<file path="src/rtl/tm_pkg.sv">
package tm_pkg;
  function automatic int wrap_inc(input int idx, input int n);
    return (idx >= n - 1) ? 0 : idx + 1;
  endfunction
endpackage

</file>
<file path="src/rtl/tm_rst_sync.sv">
module tm_rst_sync (
  input  logic clk,
  input  logic rst_n,
  output logic rst_n_sync
);
  logic [1:0] sh_q;

  always_ff @(posedge clk or negedge rst_n) begin
    if (!rst_n) sh_q <= 2'b00;
    else        sh_q <= {sh_q[0], 1'b1};
  end

  assign rst_n_sync = sh_q[1];
endmodule

</file>
<file path="src/rtl/tm_queue.sv">
module tm_queue #(
  parameter int DW    = 8,
  parameter int DEPTH = 4
) (
  input  logic          clk,
  input  logic          rst_n,
  input  logic          push,
  input  logic [DW-1:0] wdata,
  input  logic          pop,
  output logic [DW-1:0] rdata,
  output logic          empty,
  output logic          full
);
  localparam int AW = (DEPTH > 1) ? $clog2(DEPTH) : 1;
  localparam int CW = $clog2(DEPTH + 1);

  logic [DW-1:0] mem [DEPTH];
  logic [AW-1:0] wp_q, wp_d, rp_q, rp_d;
  logic [CW-1:0] cnt_q, cnt_d;
  logic          do_push, do_pop;

  assign do_push = push && !full;
  assign do_pop  = pop && !empty;
  assign empty   = (cnt_q == '0);
  assign full    = (cnt_q == CW'(DEPTH));
  assign rdata   = mem[rp_q];

  always_comb begin
    wp_d  = wp_q;
    rp_d  = rp_q;
    cnt_d = cnt_q;
    if (do_push) wp_d = (wp_q == AW'(DEPTH - 1)) ? '0 : wp_q + 1'b1;
    if (do_pop)  rp_d = (rp_q == AW'(DEPTH - 1)) ? '0 : rp_q + 1'b1;
    case ({do_push, do_pop})
      2'b10:   cnt_d = cnt_q + 1'b1;
      2'b01:   cnt_d = cnt_q - 1'b1;
      default: cnt_d = cnt_q;
    endcase
  end

  always_ff @(posedge clk or negedge rst_n) begin
    if (!rst_n) begin
      wp_q  <= '0;
      rp_q  <= '0;
      cnt_q <= '0;
    end else begin
      wp_q  <= wp_d;
      rp_q  <= rp_d;
      cnt_q <= cnt_d;
    end
  end

  always_ff @(posedge clk) begin
    if (do_push) mem[wp_q] <= wdata;
  end

  // a full queue with no removal stays full
  a_r2_full_holds: assert property (@(posedge clk) disable iff (!rst_n)
    full && !pop |=> full);
  // removal from an empty queue never happens
  a_r5_no_underflow: assert property (@(posedge clk) disable iff (!rst_n)
    empty && !push |=> empty);
  // push and pop together keep the occupancy
  a_r8_push_pop_same: assert property (@(posedge clk) disable iff (!rst_n)
    (push && !full && pop && !empty) |=> $stable(cnt_q));
endmodule

</file>
<file path="src/rtl/tm_rr_pick.sv">
module tm_rr_pick #(
  parameter int N   = 4,
  parameter int IDW = 2
) (
  input  logic           clk,
  input  logic           rst_n,
  input  logic [N-1:0]   req,
  input  logic           take,
  output logic           gnt_vld,
  output logic [IDW-1:0] gnt_id
);
  import tm_pkg::*;

  logic [IDW-1:0] ptr_q, ptr_d, hold_q, hold_d, scan_id;
  logic           lock_q, lock_d, found;

  always_comb begin
    found   = 1'b0;
    scan_id = ptr_q;
    for (int k = 0; k < N; k++) begin
      int t;
      t = int'(ptr_q) + k;
      if (t >= N) t = t - N;
      if (!found && req[t]) begin
        found   = 1'b1;
        scan_id = IDW'(t);
      end
    end
  end

  assign gnt_vld = |req;
  assign gnt_id  = lock_q ? hold_q : scan_id;

  always_comb begin
    ptr_d  = ptr_q;
    hold_d = hold_q;
    lock_d = gnt_vld && !take;
    if (gnt_vld) hold_d = gnt_id;
    if (gnt_vld && take) ptr_d = IDW'(wrap_inc(int'(gnt_id), N));
  end

  always_ff @(posedge clk or negedge rst_n) begin
    if (!rst_n) begin
      ptr_q  <= '0;
      hold_q <= '0;
      lock_q <= 1'b0;
    end else begin
      ptr_q  <= ptr_d;
      hold_q <= hold_d;
      lock_q <= lock_d;
    end
  end

  // the granted index always names a requesting queue
  a_r4_grant_is_requester: assert property (@(posedge clk) disable iff (!rst_n)
    gnt_vld |-> req[gnt_id]);
  // a stalled grant stays on the same index
  a_r7_grant_held: assert property (@(posedge clk) disable iff (!rst_n)
    gnt_vld && !take |=> gnt_vld && $stable(gnt_id));
endmodule

</file>
<file path="src/rtl/tag_merge.sv">
module tag_merge #(
  parameter int NSRC  = 4,
  parameter int DW    = 8,
  parameter int DEPTH = 4,
  localparam int IDW  = (NSRC > 1) ? $clog2(NSRC) : 1
) (
  input  logic                     clk,
  input  logic                     rst_n,
  input  logic [NSRC-1:0]          in_valid,
  input  logic [NSRC-1:0][DW-1:0]  in_data,
  output logic [NSRC-1:0]          in_ready,
  output logic                     out_valid,
  input  logic                     out_ready,
  output logic [IDW-1:0]           out_id,
  output logic [DW-1:0]            out_data
);
  logic                    rst_i;
  logic [NSRC-1:0]         nonempty, full_v, pop_v;
  logic [NSRC-1:0][DW-1:0] heads;

  tm_rst_sync u_rst (.clk(clk), .rst_n(rst_n), .rst_n_sync(rst_i));

  for (genvar g = 0; g < NSRC; g++) begin : g_src
    logic emp;
    tm_queue #(.DW(DW), .DEPTH(DEPTH)) u_q (
      .clk(clk), .rst_n(rst_i),
      .push(in_valid[g]), .wdata(in_data[g]),
      .pop(pop_v[g]), .rdata(heads[g]),
      .empty(emp), .full(full_v[g])
    );
    assign nonempty[g] = !emp;
    assign in_ready[g] = !full_v[g];
    assign pop_v[g]    = out_valid && out_ready && (out_id == IDW'(g));
  end

  tm_rr_pick #(.N(NSRC), .IDW(IDW)) u_arb (
    .clk(clk), .rst_n(rst_i), .req(nonempty), .take(out_ready),
    .gnt_vld(out_valid), .gnt_id(out_id)
  );

  assign out_data = heads[out_id];

  // stalled output word is frozen
  a_r7_hold_stable: assert property (@(posedge clk) disable iff (!rst_i)
    out_valid && !out_ready |=> out_valid && $stable(out_id) && $stable(out_data));
  // at most one queue is drained per cycle, and only on acceptance
  a_r5_single_pop: assert property (@(posedge clk) disable iff (!rst_i)
    $onehot0(pop_v));
  a_r5_pop_needs_ack: assert property (@(posedge clk) disable iff (!rst_i)
    (|pop_v) |-> out_valid && out_ready);
endmodule

</file>
<file path="config.mk">
export PLATFORM = sky130hd
export DESIGN_NAME = tag_merge
export DESIGN_NICKNAME = d
export VERILOG_FILES = /design/src/rtl/tm_pkg.sv /design/src/rtl/tm_rst_sync.sv /design/src/rtl/tm_queue.sv /design/src/rtl/tm_rr_pick.sv /design/src/rtl/tag_merge.sv
export SDC_FILE = /design/constraint.sdc
export NUM_CORES = 1
export LEC_CHECK = 0
export BUFFER_PORTS_ARGS = -buffer_cell sky130_fd_sc_hd__buf_2
export CAP_MARGIN = 0
export CORE_MARGIN = 3
export CORE_UTILIZATION = 45
export CTS_CLUSTER_SIZE = 24
export DETAILED_ROUTE_END_ITERATION = 8
export PLACE_DENSITY = 0.74
export REMOVE_ABC_BUFFERS = 1
export SYNTH_ARGS = -nofsm -noshare
export SYNTH_HDL_FRONTEND = slang
export SYNTH_HIERARCHICAL = 1
export SYNTH_SLANG_ARGS = --single-unit
</file>
<file path="constraint.sdc">
create_clock -name clk -period 3.4 [get_ports clk]
set_input_delay 0.68 -clock clk [delete_from_list [all_inputs] [get_ports clk]]
set_output_delay 0.68 -clock clk [all_outputs]
set_load 0.01 [all_outputs]
</file>
==> results of run 1 <==
==> through the flow <==
step | total power (W) | cell area, um^2 | util [%] | setup WS (ns) | std cells
floorplan | 0.00493 | 7130 | - | -0.536 | 378
global placement | 0.00567 | 7700 | 49.9 | 0.147 | 646
detailed placement | 0.00581 | 7700 | 49.9 | 0.00132 | 646
CTS | 0.00776 | 8350 | 54.1 | -0.0104 | 685
global route | 0.00834 | 8450 | 54.8 | -0.152 | 686
finish | 0.00789 | 8450 | 54.8 | -0.0351 | 686
==> final cells by class <==
class	instances	share of cell area (%)
clock buffers	17	5.03
clock inverters	14	1.67
inverters	39	1.73
multi-input cells	176	27.6
flip-flops and latches	163	55.9
well taps	211	3.12
repair buffers	66	4.98
==> critical path: stages, from the launching register on <==
cell and delay (ns):
dfrtp_2 0.43, nor3_4 0.21, inv_2 0.07, buf_6 0.12, a21bo_4 0.18, a21oi_4 0.06
o41ai_4 0.39, buf_6 0.22, mux4_2 0.52, buf_6 0.14
==> per-layer routing <==
metal  track usage, %  share of wire (%)
met1             20.4                 43
met4             6.00                1.7
met2             25.6                 49
met5                0               0.16
met3             6.18                6.1
==> sequential cells by signal, summed over array words and instances (netlist names) <==
signal and cells:
u_arb/lock_q 1, g_src.u_q/cnt_q 12, g_src.u_q/wp_q 8, g_src.u_q/mem 128
u_arb/ptr_q 2, u_rst/sh_q 2, u_arb/hold_q 2, g_src.u_q/rp_q 8
==> placed cells by master (no fill, tap or decap), drive strengths merged, types with 3 or more instances in the layout <==
cell / count
and2: 11
and3: 8
buf: 66
clkbuf: 17
clkinv: 7
clkinvlp: 5
dfrtp: 35
edfxtp: 128
fa: 4
ha: 25
inv: 39
mux2: 19
mux2i: 4
mux4: 40
nand2: 4
nand2b: 5
nor2: 13
nor2b: 5
nor3: 4
nor3b: 3
xnor2: 4
xor2: 8
==> where the power goes <==
group	internal [W]	leakage, nW	switching, W
clock network	0.00107	0.262	0.000739
registers	0.00270	1.58	0.000468
logic	0.00162	1.40	0.00129
total	0.00539	3.25	0.00250
==> cells by family (layout without fill, tap and decap cells) <==
group | after synthesis | in the layout
compound gates | 10 | 10
xor+xnor | 12 | 12
fa+ha+maj | 29 | 29
buf+inv | 49 | 136
flops | 163 | 163
mux | 63 | 63
other cells | 1 | 1
simple gates | 61 | 61
==> what timing repair did <==
action / in CTS / in global routing
endpoints found under the setup margin: 8 / 11
pin swaps: 4 / 3
gates resized for setup: 10 / 19
setup buffers: 8 / 1
hold buffers: 0 / 0
==> final timing paths <==
path                            slack (ns)  depth (start not counted)                  start                    end
worst max register to register        0.16                         15  g_src[2].u_q/cnt_q[1]  g_src[0].u_q/cnt_q[2]
max in group asynchronous             2.79                          1          u_rst/sh_q[1]  g_src[2].u_q/cnt_q[1]
worst min-delay path                  0.03                          1                  rst_n          u_rst/sh_q[0]
worst min register to register        0.27                          1          u_rst/sh_q[1]   g_src[2].u_q/wp_q[1]
worst max-delay path                 -0.04                          9  g_src[2].u_q/cnt_q[1]            out_data[3]
min in group clk                      0.35                          0          u_rst/sh_q[0]          u_rst/sh_q[1]
==> impl_metrics.env, run 1 <==
export IMPL_drv_cap=0
export IMPL_synth_edff_count=128
export IMPL_dieArea_mm2=0.0175
export IMPL_synth_top_family_by_area="multiplexers"
export IMPL_n_fill_cell=1238
export IMPL_synth_top_area_share_pct=53.5
export IMPL_relSlewSlack_pct=59.6
export IMPL_clock_sinks=163
export IMPL_cp_max_fo=8
export IMPL_setup_viol=8
export IMPL_grt_ovfl_total=0
export IMPL_setup_tns_ns=-0.232
export IMPL_cts_buffers_inserted=17
export IMPL_antenna_left=0
export IMPL_vias=3579
export IMPL_synth_adder_area_share_pct=5.47
export IMPL_final_nets=531
export IMPL_final_layout_size_suffix_gt1_share_pct=42.9
export IMPL_cts_max_level=4
export IMPL_viasPerCell=5.22
export IMPL_antennaDiodeCount=0
export IMPL_max_freq_ghz=0.291
export IMPL_drt_initial_drc_count=222
export IMPL_drc_errors=0
export IMPL_synth_area_leaders="edfxtp_1 (53%), dfrtp_1 (12%), mux4_2 (12%)"
export IMPL_antenna_found_initial=2
export IMPL_clk_pin_slew_ns=0.06
export IMPL_synth_xor_area_share_pct=1.46
export IMPL_pin_count=54
export IMPL_worst_pin_slew_ns=0.606
export IMPL_ys_types=47
export IMPL_hpwl_um=9500
export IMPL_gp_congestion=0.781
export IMPL_yosys_area_share_simple_pct=6.62
export IMPL_clkLatencyLatePin_ns=0.42
export IMPL_synthMuxAreaShare_pct=16.8
export IMPL_violations="negative setup slack"
export IMPL_end_kind="primary output"
export IMPL_dieHeight_um=132
export IMPL_num_rows=45
export IMPL_worst_slack_ns=-0.0351
export IMPL_status="finished with violations"
export IMPL_die_w_um=132
export IMPL_area_growth_pct=17.6
export IMPL_powerDensity_mw_per_mm2=933
export IMPL_io_buffers=53
export IMPL_clockBufferDepth=2
export IMPL_multi_input_comb_area_mm2=0.00233
export IMPL_grt_max_degree=34
export IMPL_cts_root_buf="clkbuf_16"
export IMPL_grt_pass1_wl_um=21200
export IMPL_core_area_mm2=0.0154
export IMPL_clock_skew_ns=0.00690
export IMPL_peakVddDrop_uv=525
export IMPL_synth_compound_gate_area_share_pct=1.17
export IMPL_period_share_pct=101
export IMPL_ys_ff_latch=163
export IMPL_period_needed_ns=3.44
export IMPL_regArea_mm2=0.00472
export IMPL_ys_seq_area_share_pct=65.7
export IMPL_synthFlopType="edfxtp_1"
export IMPL_cp_start_kind="flop"
export IMPL_avgSynthCellArea_um2=18.5
export IMPL_synthCells=388
export IMPL_worst_setup_path_type="reg -> out"
export IMPL_dr_pass1_iters=4
export IMPL_yosys_warnings=6
export IMPL_synth_commonest_cells="edfxtp_1 (128), inv_1 (39), mux4_2 (38)"
export IMPL_worst_hold_slack_ns=0.0321
export IMPL_required_ns=2.72
export IMPL_syn_area_mm2=0.00719
export IMPL_yosysTopAreaCell="edfxtp_1"
export IMPL_grt_usage_pct=16.2
export IMPL_rsz0062_at_grt="true"
export IMPL_grt_pass1_vias=3842
export IMPL_yosysMostFrequentCell="edfxtp_1"
export IMPL_hold_class="in -> async"
export IMPL_p_leak_nw=3.25
export IMPL_wire_per_inst_um=19.3
export IMPL_drt_wl_total_um=13300
export IMPL_cts_tree="yes"
export IMPL_hold_viol_final=0
export IMPL_async_flop_share_pct=21.5
export IMPL_cp_arrival_ns=2.76
export IMPL_final_max_slew_viol_count=0
export IMPL_start_util_pct=46.6
Power figures use the tool's default switching activity.
==> run 2: changes to the inputs <==
--- a/config.mk
+++ b/config.mk
@@ -5,13 +5,12 @@
 export SDC_FILE = /design/constraint.sdc
 export NUM_CORES = 1
 export LEC_CHECK = 0
-export BUFFER_PORTS_ARGS = -buffer_cell sky130_fd_sc_hd__buf_2
 export CAP_MARGIN = 0
 export CORE_MARGIN = 3
 export CORE_UTILIZATION = 45
 export CTS_CLUSTER_SIZE = 24
 export DETAILED_ROUTE_END_ITERATION = 8
-export PLACE_DENSITY = 0.74
+export DONT_BUFFER_PORTS = 1
 export REMOVE_ABC_BUFFERS = 1
 export SYNTH_ARGS = -nofsm -noshare
 export SYNTH_HDL_FRONTEND = slang
==> constraint.sdc (replaced) <==
create_clock -name clk -period 3.4 [get_ports clk]
set_input_delay 0.17 -clock clk [delete_from_list [all_inputs] [get_ports clk]]
set_output_delay 0.17 -clock clk [all_outputs]
set_load 0.01 [all_outputs]
==> impl_metrics.env, run 2 (synthesis results as in run 1) <==
export IMPL_pin_count=54
export IMPL_status="finished, final reports clean"
export IMPL_largest_reg_flops=128
export IMPL_cts_root_buf="clkbuf_16"
export IMPL_io_buffers=0
export IMPL_hold_class="in -> reg"
export IMPL_clock_sinks=163
export IMPL_antenna_left=0
export IMPL_antenna_found_initial=0
export IMPL_cts_buffers_inserted=17
export IMPL_grt_usage_pct=15.8
export IMPL_cp_arrival_ns=3.57
export IMPL_worst_pin_slew_ns=1.12
export IMPL_hold_viol_final=0
export IMPL_rsz0062_at_grt="true"
export IMPL_cp_start_kind="flop"
export IMPL_final_max_slew_viol_count=0
export IMPL_drt_initial_drc_count=213
export IMPL_die_w_um=132
export IMPL_worst_setup_path_type="reg -> reg"
export IMPL_period_needed_ns=3.23
export IMPL_place_worst_setup_slack_ns=0.0817
export IMPL_largestRegisters="g_src.u_q/mem: 128 flops, g_src.u_q/cnt_q: 12 flops"
export IMPL_grt_pass1_wl_um=20900
export IMPL_p_total_w=0.00748
export IMPL_clockBufferDepth=2
export IMPL_drc_errors=0
export IMPL_cts_tree="yes"
export IMPL_place_area_mm2=0.00745
export IMPL_peakVddDrop_uv=424
export IMPL_grt_ovfl_total=0
export IMPL_dr_pass1_iters=4
export IMPL_area_growth_pct=16.9
export IMPL_end_kind="flop"
export IMPL_rr_startpoint="g_src[3].u_q/cnt_q[0]"
export IMPL_start_util_pct=46.6
export IMPL_setup_viol=0
export IMPL_gp_congestion=0.741
export IMPL_required_ns=3.74
export IMPL_cp_max_fo=6
export IMPL_period_share_pct=95.0
export IMPL_final_util_pct=54.4
export IMPL_final_nets=507
export IMPL_dieHeight_um=132
export IMPL_p_leak_nw=3.13
export IMPL_antennaDiodeCount=0
export IMPL_dieArea_mm2=0.0175
export IMPL_hp_start="in_valid[1]"
export IMPL_cts_max_level=4
export IMPL_wire_per_inst_um=19.7
export IMPL_grt_max_degree=25
export IMPL_layout_commonest_cell="edfxtp_1"
export IMPL_powerDensity_mw_per_mm2=890
export IMPL_hpwl_um=9250
export IMPL_grt_pass1_vias=3675
export IMPL_drt_wl_total_um=13100
export IMPL_clock_skew_ns=0.00724
export IMPL_regMostFlops="g_src.u_q/mem"
export IMPL_drv_cap=0
export IMPL_clkLatencyLatePin_ns=0.42
export IMPL_num_rows=45
export IMPL_relSlewSlack_pct=25.3
export IMPL_core_area_mm2=0.0154
export IMPL_crit_start="g_src[3].u_q/cnt_q[0]"
export IMPL_fin_area_mm2=0.00840
export IMPL_final_cell_mix="edfxtp_1 (128), mux4_2 (38), inv_1 (38), dlygate4sd3_1 (35), dfrtp_1 (34)"
export IMPL_vias=3454
export IMPL_n_fill_cell=1208
export IMPL_max_freq_ghz=0.309
export IMPL_worst_slack_ns=0.168
export IMPL_clk_pin_slew_ns=0.06
export IMPL_final_layout_size_suffix_gt1_share_pct=29.4
export IMPL_viasPerCell=5.21
run 2: report_power, final:
group	total, W	leakage (nW)	switching [W]	internal [W]
sequential	0.00318	1.58	0.000479	0.00270
combinational	0.00249	1.30	0.00117	0.00133
clock	0.00180	0.251	0.000731	0.00107
total	0.00748	3.13	0.00238	0.00510
run 2: layout make-up:
type | count | area [um^2] | share of cell area (%)
multi-input combinational | 176 | 2310 | 27.5
inverter | 39 | 146 | 1.74
timing repair buffer | 42 | 403 | 4.80
tap | 211 | 264 | 3.14
clock inverter | 10 | 110 | 1.31
sequential | 163 | 4720 | 56.2
clock buffer | 22 | 444 | 5.29
run 2: what timing repair did:
action,in CTS,in global routing
hold buffers,35,0
endpoints found under the setup margin,0,5
hold endpoints to repair,133,0
setup buffers,0,1
resized for setup,0,8
run 2: critical path, stage by stage (launching register included):
cell      delay (ns)
dfrtp_1         0.44
nor3_2          0.24
inv_1           0.14
or2_2           0.30
a21oi_2         0.22
o41ai_4         0.10
buf_4           0.17
and4bb_2        0.31
nand2b_1        0.11
inv_1           0.07
ha_1            0.18
inv_1           0.06
fa_1            0.38
xor2_1          0.15
nor2_1          0.11
xor2_1          0.16
run 2: through the flow:
stage               std cells  setup TNS, ns  hold slack, ns
floorplan                 378          -2.49          -0.126
global placement          595              0          -0.126
detailed placement        595              0          -0.125
CTS                       662              0          0.0591
global route              663        -0.0132          0.0609
finish                    663              0          0.0773
run 2: path summary, 6_finish.rpt:
path                                         endpoint  slack, ns  cells after the start
worst max-delay path            g_src[0].u_q/cnt_q[2]       0.17                     15
worst min-delay path             g_src[1].u_q/wp_q[0]       0.08                      2
worst max register to register  g_src[0].u_q/cnt_q[2]       0.17                     15
worst min register to register          u_rst/sh_q[1]       0.35                      0
max in group asynchronous             u_arb/hold_q[0]       2.17                      1
min in group asynchronous       g_src[2].u_q/cnt_q[2]       0.47                      0
run 2: per-layer routing:
| layer | global-route usage (%) | routed length [um] | up-vias |
|---|---|---|---|
| li1 | - | - | 1575 |
| met1 | 22.0 | 6020 | 1783 |
| met2 | 24.2 | 6260 | 83 |
| met3 | 4.27 | 584 | 13 |
| met4 | 5.72 | 212 | 0 |
| met5 | 0 | 0 | - |
==> run 3: changes to the inputs <==
--- a/config.mk
+++ b/config.mk
@@ -5,6 +5,7 @@
 export SDC_FILE = /design/constraint.sdc
 export NUM_CORES = 1
 export LEC_CHECK = 0
+export ABC_AREA = 1
 export CAP_MARGIN = 0
 export CORE_MARGIN = 3
 export CORE_UTILIZATION = 45
==> impl_metrics.env, run 3 <==
export IMPL_status="finished, final reports clean"
export IMPL_cts_buffers_inserted=17
export IMPL_power_frac_seq_pct=35.7
export IMPL_regMostFlops="g_src.u_q/mem"
export IMPL_setup_tns_ns=0
export IMPL_hold_class="reg -> async"
export IMPL_cp_start_kind="flop"
export IMPL_dp_cells=1019
export IMPL_crit_end="g_src[3].u_q/cnt_q[2]"
export IMPL_synth_compound_gate_area_share_pct=6.48
export IMPL_clock_skew_ns=0.0110
export IMPL_period_share_pct=95.3
export IMPL_synth_top_area_share_pct=46.9
export IMPL_worst_pin_slew_ns=1.01
export IMPL_final_cell_mix="nand2_1 (249), edfxtp_1 (128), inv_1 (120), o211ai_1 (64), dlygate4sd3_1 (39)"
export IMPL_viasPerCell=4.90
export IMPL_slowest_stage="dfrtp_1"
export IMPL_p_leak_nw=4.22
export IMPL_cp_arrival_ns=3.55
export IMPL_drc_errors=0
export IMPL_dieArea_mm2=0.0199
export IMPL_dieHeight_um=141
export IMPL_synth_commonest_cells="nand2_1 (259), inv_1 (142), edfxtp_1 (128)"
export IMPL_cts_tree="yes"
export IMPL_synth_area_leaders="edfxtp_1 (47%), nand2_1 (12%), dfrtp_1 (11%)"
export IMPL_combPwrFrac_pct=42.9
export IMPL_clock_sinks=163
export IMPL_yosys_area_share_simple_pct=20.1
export IMPL_pwr_share_clk_pct=21.4
export IMPL_layout_commonest_cell="nand2_1"
export IMPL_synth_edff_count=128
export IMPL_drt_initial_drc_count=271
export IMPL_netSwitchingFraction_pct=42.1
export IMPL_final_max_slew_viol_count=0
export IMPL_yosys_warnings=6
export IMPL_synth_xor_area_share_pct=0.428
export IMPL_max_freq_ghz=0.309
export IMPL_setup_viol=0
export IMPL_synth_top_family_by_area="simple AND/OR/NAND/NOR gates"
export IMPL_clockBufferDepth=2
export IMPL_cts_max_level=4
export IMPL_grt_ovfl_total=0
export IMPL_largestRegisters="g_src.u_q/mem: 128 flops, g_src.u_q/cnt_q: 12 flops"
export IMPL_grt_pass1_vias=5230
export IMPL_stdcell_count=1109
export IMPL_switchingPower_w=0.00372
export IMPL_yosysMostFrequentCell="nand2_1"
export IMPL_rr_startpoint="g_src[2].u_q/cnt_q[2]"
export IMPL_hold_viol_final=0
export IMPL_antenna_left=0
export IMPL_cp_common_cell="nand2_2"
export IMPL_core_area_mm2=0.0175
export IMPL_antennaDiodeCount=0
export IMPL_ys_types=32
export IMPL_gp_congestion=0.867
export IMPL_cts_root_buf="clkbuf_16"
export IMPL_final_layout_size_suffix_gt1_share_pct=17.4
export IMPL_largest_reg_flops=128
export IMPL_end_kind="flop"
export IMPL_synth_adder_area_share_pct=4.80
export IMPL_drv_cap=0
export IMPL_relSlewSlack_pct=32.5
export IMPL_cp_max_fo=7
export IMPL_pin_count=54
export IMPL_grt_pass1_wl_um=26300
export IMPL_required_ns=3.71
export IMPL_async_flop_share_pct=21.5
export IMPL_start_util_pct=46.7
export IMPL_r2r_end="g_src[3].u_q/cnt_q[2]"
export IMPL_clk_pin_slew_ns=0.07
export IMPL_syn_area_mm2=0.00819
export IMPL_peakVddDrop_uv=487
export IMPL_die_w_um=141
export IMPL_final_nets=939
export IMPL_antenna_found_initial=0
export IMPL_clkLatencyLatePin_ns=0.42
export IMPL_synthFlopType="edfxtp_1"
export IMPL_avgSynthCellArea_um2=10.1
export IMPL_grt_max_degree=36
export IMPL_grt_usage_pct=17.0
export IMPL_r2r_slack_ns=0.16
export IMPL_ys_ff_latch=163
export IMPL_powerDensity_mw_per_mm2=927
export IMPL_intPower_w=0.00513
export IMPL_yosysTopAreaCell="edfxtp_1"
export IMPL_vias=5434
export IMPL_period_needed_ns=3.24
export IMPL_slowest_delay_ns=0.41
export IMPL_rr_worst_depth=26
export IMPL_ys_seq_area_share_pct=57.6
export IMPL_drt_wl_total_um=16700
export IMPL_hpwl_um=11500
export IMPL_area_growth_pct=16.5
export IMPL_io_buffers=0
export IMPL_synthCells=808
export IMPL_synthMuxAreaShare_pct=0
export IMPL_dr_pass1_iters=5
export IMPL_worst_setup_path_type="reg -> reg"
export IMPL_crit_start="g_src[2].u_q/cnt_q[2]"
export IMPL_wire_per_inst_um=15.0
export IMPL_num_rows=48
run 3: cell types whose count changed after synthesis, moves of 12 or more:
cell      change
o211ai_1     +64
nand2_2      +19
nand3_2      +12
buf_6        +23
nand3_1      +28
mux2_4       -12
nor2_1       +14
nand2_1     +256
inv_1       +103
mux4_2       -38
run 3: routing by layer:
layer  GRT usage (%)  share of wire, %  vias to the layer above
met3            4.88               5.0                       19
met4            4.74               1.6                        0
li1                -                 -                     2750
met1            21.6                44                     2559
met5               0                 0                        -
met2            28.6                49                      106
run 3: layout make-up:
class,count,area [um^2]
fillers,1498,7990
flip-flops and latches,163,4720
multi-input cells,471,2720
repair buffers,71,661
inverters,147,569
clock buffers,18,429
well taps,225,282
clock inverters,14,158
run 3: stage by stage:
stage / hold slack [ns] / utilization [%] / worst slack [ns] / instance area (um^2) / power [W]
6_report: 0.293 / 54.4 / 0.160 / 9540 / 0.00885
3_3_place_gp: -0.126 / 47.1 / 0.0526 / 8270 / 0.00635
5_1_grt: 0.312 / 54.4 / -0.0573 / 9540 / 0.00951
3_5_place_dp: -0.125 / 47.1 / -0.0306 / 8270 / 0.00647
4_1_cts: 0.214 / 52.8 / 0.00450 / 9270 / 0.00847
2_1_floorplan: -0.126 / - / -0.292 / 7890 / 0.00544
run 3: logic make-up after synthesis:
family,count (synthesis)
AND/OR/NAND/NOR,365
buffers and inverters,174
flip-flops,163
AO/OA/AOI/OAI,72
adder cells (fa/ha/maj),29
XOR/XNOR,4
other,1
run 3: worst min-delay path by stage:
| stage | depth (start not counted) | slack (ns) | to |
|---|---|---|---|
| after CTS | 4 | 0.21 | g_src[3].u_q/rp_q[1] |
| final | 1 | 0.29 | g_src[0].u_q/wp_q[1] |
| after floorplan | 0 | -0.13 | u_rst/sh_q[0] |
| after global placement | 0 | -0.13 | u_rst/sh_q[1] |
| after global routing | 4 | 0.31 | g_src[0].u_q/rp_q[1] |
| after detailed placement | 0 | -0.13 | u_rst/sh_q[0] |
run 3: power by group through the flow:
| stage | logic (W) | clock network [W] | registers [W] |
|---|---|---|---|
| floorplan | 0.00236 | 0 | 0.00308 |
| global placement | 0.00317 | 0 | 0.00317 |
| detailed placement | 0.00328 | 0 | 0.00320 |
| CTS | 0.00338 | 0.00193 | 0.00316 |
| global route | 0.00426 | 0.00202 | 0.00323 |
| finish | 0.00380 | 0.00189 | 0.00316 |
run 3: worst max-delay path: cells and delay by family, from the launching register on:
kind,cells,cell delay [ns]
simple gates,17,1.47
flops,1,0.41
compound gates,1,0.26
buf+inv,6,0.46
fa+ha+maj,2,0.52
run 3: repair_timing:
item | CTS | global route
hold endpoints to repair | 141 | 0
hold buffers | 39 | 0
pin swaps | 0 | 15
resized for setup | 4 | 50
endpoints found under the setup margin | 4 | 8
cloned | 0 | 1
buffers inserted | 0 | 18
